==> src/rtl/tick_timer_pkg.sv <==
package tick_timer_pkg;

  typedef enum logic [1:0] {
    MODE_OFF     = 2'b00,
    MODE_RESTART = 2'b01,
    MODE_ONESHOT = 2'b10,
    MODE_FREE    = 2'b11
  } tmrMode_e;

  // Strobes from control to datapath
  typedef struct packed {
    logic load;   // load count from write data
    logic clr;    // clear count
    logic inc;    // advance count
    logic perLd;  // load period field
  } dpStrobe_t;

endpackage

==> src/rtl/tick_timer_dp.sv <==
module tick_timer_dp
  import tick_timer_pkg::*;
#(
  parameter int CNT_W = 32,
  parameter int PER_W = 28
) (
  input  logic             clk,
  input  logic             rstN,
  input  dpStrobe_t        strb,
  input  logic [CNT_W-1:0] wrData,
  output logic [CNT_W-1:0] cnt,
  output logic [PER_W-1:0] period,
  output logic             cmpEq
);

  logic [CNT_W-1:0] nextCnt;

  assign nextCnt = cnt + 1'b1;
  // Match looks only at the period-width slice of the advanced count
  assign cmpEq   = (nextCnt[PER_W-1:0] == period);

  always_ff @(posedge clk) begin
    if (!rstN) begin
      cnt <= '0;
    end else if (strb.load) begin
      cnt <= wrData;
    end else if (strb.clr) begin
      cnt <= '0;
    end else if (strb.inc) begin
      cnt <= nextCnt;
    end
  end

  always_ff @(posedge clk) begin
    if (!rstN) begin
      period <= '0;
    end else if (strb.perLd) begin
      period <= wrData[PER_W-1:0];
    end
  end

endmodule

==> src/rtl/tick_timer_ctrl.sv <==
module tick_timer_ctrl
  import tick_timer_pkg::*;
#(
  parameter int CNT_W = 32
) (
  input  logic             clk,
  input  logic             rstN,
  input  logic             tickEn,
  input  logic             wrEn,
  input  logic             wrSel,
  input  logic [CNT_W-1:0] wrData,
  input  logic             cmpEq,
  output dpStrobe_t        strb,
  output tmrMode_e         mode,
  output logic             ieQ,
  output logic             pendQ,
  output logic             haltedQ,
  output logic             hit
);

  localparam int MODE_LSB = CNT_W - 2;
  localparam int IE_BIT   = CNT_W - 3;
  localparam int PEND_BIT = CNT_W - 4;

  logic cntWr, ctlWr, running, step;

  assign cntWr   = wrEn && !wrSel;
  assign ctlWr   = wrEn &&  wrSel;
  assign running = (mode != MODE_OFF) && !haltedQ;
  assign step    = tickEn && running;
  assign hit     = step && cmpEq;

  always_comb begin
    strb.load  = cntWr;
    strb.clr   = !cntWr && hit && (mode == MODE_RESTART);
    strb.inc   = !cntWr && step && !strb.clr;
    strb.perLd = ctlWr;
  end

  always_ff @(posedge clk) begin
    if (!rstN) begin
      mode <= MODE_OFF;
      ieQ  <= 1'b0;
    end else if (ctlWr) begin
      mode <= tmrMode_e'(wrData[MODE_LSB +: 2]);
      ieQ  <= wrData[IE_BIT];
    end
  end

  // Match-driven set outranks a clearing write in the same cycle
  always_ff @(posedge clk) begin
    if (!rstN) begin
      pendQ <= 1'b0;
    end else if (hit && ieQ) begin
      pendQ <= 1'b1;
    end else if (ctlWr && !wrData[PEND_BIT]) begin
      pendQ <= 1'b0;
    end
  end

  // One-shot stop; any software write releases it
  always_ff @(posedge clk) begin
    if (!rstN) begin
      haltedQ <= 1'b0;
    end else if (wrEn) begin
      haltedQ <= 1'b0;
    end else if (hit && (mode == MODE_ONESHOT)) begin
      haltedQ <= 1'b1;
    end
  end

endmodule

==> src/rtl/tick_timer.sv <==
module tick_timer
  import tick_timer_pkg::*;
#(
  parameter int CNT_W = 32
) (
  input  logic             clk,
  input  logic             rstN,
  input  logic             tickEn,
  input  logic             wrEn,
  input  logic             wrSel,
  input  logic [CNT_W-1:0] wrData,
  input  logic             rdSel,
  output logic [CNT_W-1:0] rdData,
  output logic             irq
);

  localparam int PER_W = CNT_W - 4;

  dpStrobe_t        strb;
  tmrMode_e         mode;
  logic             ieQ, pendQ, haltedQ, hit, cmpEq;
  logic [CNT_W-1:0] cnt;
  logic [PER_W-1:0] period;

  tick_timer_ctrl #(.CNT_W(CNT_W)) ctrl_i (
    .clk(clk), .rstN(rstN), .tickEn(tickEn), .wrEn(wrEn), .wrSel(wrSel),
    .wrData(wrData), .cmpEq(cmpEq), .strb(strb), .mode(mode), .ieQ(ieQ),
    .pendQ(pendQ), .haltedQ(haltedQ), .hit(hit)
  );

  tick_timer_dp #(.CNT_W(CNT_W), .PER_W(PER_W)) dp_i (
    .clk(clk), .rstN(rstN), .strb(strb), .wrData(wrData),
    .cnt(cnt), .period(period), .cmpEq(cmpEq)
  );

  assign rdData = rdSel ? {mode, ieQ, pendQ, period} : cnt;
  assign irq    = pendQ && ieQ;

endmodule

==> config.mk <==
export PLATFORM = sky130hd
export DESIGN_NAME = tick_timer
export DESIGN_NICKNAME = d
export VERILOG_FILES = /design/src/rtl/tick_timer_pkg.sv /design/src/rtl/tick_timer_dp.sv /design/src/rtl/tick_timer_ctrl.sv /design/src/rtl/tick_timer.sv
export SDC_FILE = /design/constraint.sdc
export NUM_CORES = 1
export LEC_CHECK = 0
export BUFFER_PORTS_ARGS = -buffer_cell sky130_fd_sc_hd__buf_2
export CELL_PAD_IN_SITES_DETAIL_PLACEMENT = 1
export CELL_PAD_IN_SITES_GLOBAL_PLACEMENT = 2
export CORE_MARGIN = 3
export CORE_UTILIZATION = 35
export CTS_CLUSTER_DIAMETER = 40
export DETAILED_ROUTE_END_ITERATION = 10
export PLACE_DENSITY_LB_ADDON = 0.15
export SYNTH_ARGS = -nofsm -noshare
export SYNTH_HDL_FRONTEND = slang
export SYNTH_HIERARCHICAL = 1
export SYNTH_SLANG_ARGS = --single-unit
==> constraint.sdc <==
create_clock -name clk -period 3.9 [get_ports clk]
set_input_delay 0.78 -clock clk [delete_from_list [all_inputs] [get_ports clk]]
set_output_delay 0.78 -clock clk [all_outputs]
set_load 0.01 [all_outputs]
==> results.toml <==
[setup_path]
critPathRequiredTime_ps = 4140
reg2reg_to = "dp_i/cnt[28]"
critPathCaptureType = "flop"
worstPathMaxFanout = 6
r2r_setup_slack_ps = 350
r2r-start = "dp_i/cnt[0]"
crit_type = "reg -> reg"
critPathLaunchType = "flop"
critPathArrivalTime_ps = 3790
rr_worst_depth = 16

[timing]
fin_crit_sh_pct = 90.95
rsz0062_at_grt = "false"
relSlewSlack_pct = 31.73
drv_slew = 0
holdWs_ps = 484.6
max_freq_ghz = 0.2819
finalClockSkew_ps = 6.349
worst_slew_pin_slew_ps = 1024
finalHoldViolCount = 0
setup_violations = 0
fin_tns_setup_ps = 0
fin_crit_ps = 3547

[clock_tree]
cts_max_path_buffers = 2
cts_buffers = 9
clk_pin_slew_ps = 60
clock_sinks = 65
htree_levels = 3
cts_tree = "yes"
clkLatencyLatePin_ps = 340
cts-root-buf = "clkbuf_16"

[grt]
antenna_found_initial = 0
first_global_vias = 4368
overflow = 0
globalRouteTotalUtil_pct = 20.32
grt_pass1_wl_um = 23170
grt_max_degree = 40

[power]
p_per_area_nw_per_um2 = 340.6
irDropWorstVdd_mv = 0.2059
p_leak_nw = 2.322

[drt]
firstDrtPassIters = 4
drc = 0
routedWlPerCell_um = 18.32
routed_wl_um = 14230
drt-initial-drc-count = 175
vias_per_cell = 5.317
ant_nets = 0
vias = 4131

[layout]
nFillCells = 1485
nets = 643
drive_gt1_share_pct = 30.71
area_delta_synth_final_pct = 22.47
diodes = 0
final_util_pct = 44.93

[die]
core_sq_um = 12310
fp.dieW_um = 119.6
pin_count = 71
start_util_pct = 36.69
die_h_um = 119.6
rows = 40
die-area_sq_um = 14300

[logic_synthesis]
synth_area_sq_um = 4517
syn_nets = 559
yosys_warnings = 6
synthCells = 520
syn-mean-instance-area_sq_um = 8.686

[min_path]
worstHoldPathType = "reg -> reg"
whs_path_depth = 2
hold_start = "ctrl_i/haltedQ"
whs_endpoint = "ctrl_i/haltedQ"

[placement]
io_buffers = 70
gp_congestion = 0.8598
dp_hpwl_um = 10610

[job]
cap_viol_max_count = 0

[status]
status = "complete, no violations"
## placed cells by master, fill, tap and decap left out, drive strengths merged, types with 3 or more instances in the layout
cell,count
buf,116
nor2,70
dfxtp,65
xnor2,43
nand2,33
mux2,32
mux2i,31
a21oi,29
nand3,23
xor2,18
o21ai,17
a22oi,16
clkbuf,14
nand4,13
and3,11
inv,8
nor3,7
nor4,7
a211oi,6
a31oi,5
and2,5
and4,4
nand2b,3
a21bo,3
## worst max-delay path, stage by stage (launching register included)
cell       delay [ps]
dfxtp_1           380
ha_2              230
and3_2            260
a311oi_1          120
a2111oi_2         340
o221ai_1          190
nor4_2            320
o2111ai_2         180
nor4b_2           350
nand2_1           110
nor4_2            170
or2_2             170
nor2_2             40
buf_4             160
a21oi_1           130
nor2_1             60
a211oi_1          230
## how the worst max path moves through the flow
stage | slack (ps) | from | endpoint
global placement | 260 | dp_i/cnt[1] | dp_i/cnt[21]
CTS | 130 | dp_i/cnt[1] | dp_i/cnt[22]
global route | 3 | dp_i/cnt[0] | dp_i/cnt[21]
floorplan | 310 | dp_i/cnt[0] | dp_i/cnt[8]
detailed placement | 190 | dp_i/cnt[1] | dp_i/cnt[22]
finish | 350 | dp_i/cnt[0] | dp_i/cnt[28]
## cell type report
class                           count  area, sq um  area share, %
Inverter                            8        30.03         0.5429
Tap cell                          168        210.2          3.800
Clock buffer                       14        274.0          4.954
Timing Repair Buffer              116        733.2          13.25
Clock inverter                      2        35.03         0.6333
Multi-Input combinational cell    404         2947          53.27
Sequential cell                    65         1303          23.55
## report_power, final
group / switching [W] / internal, W / total [W]
clock network: 0.000297 / 0.000546 / 0.000843
logic: 0.000164 / 0.000149 / 0.000313
registers: 0.0000348 / 0.000693 / 0.000728
## per-layer routing
layer | global-route usage [%] | vias up | wire (um)
met5 | 0 | - | 0
li1 | - | 2001 | -
met3 | 5.137 | 16 | 511
met4 | 6.084 | 0 | 212
met1 | 25.31 | 2042 | 6418
met2 | 34.57 | 72 | 7089
## flip-flops by register name, indices dropped and copies added, names as in the netlist
register        cells
ctrl_i/ieQ          1
ctrl_i/mode         2
dp_i/cnt           32
ctrl_i/haltedQ      1
dp_i/period        28
ctrl_i/pendQ        1
## repair_timing
item,in CTS,in global routing
setup endpoints to repair,0,29
hold buffers,0,0
setup buffers,0,1
resized for setup,0,8
## stage by stage
step | setup slack [ps] | instances | total power, W | instance area, sq um
CTS | 130.4 | 776 | 0.001909 | 5494
floorplan | 305.5 | 520 | 0.0009423 | 4517
global placement | 257.7 | 760 | 0.001046 | 5185
finish | 352.9 | 777 | 0.001884 | 5532
global route | 3.208 | 777 | 0.001973 | 5532
detailed placement | 185.5 | 760 | 0.001054 | 5185
Power figures use the tool's default switching activity.
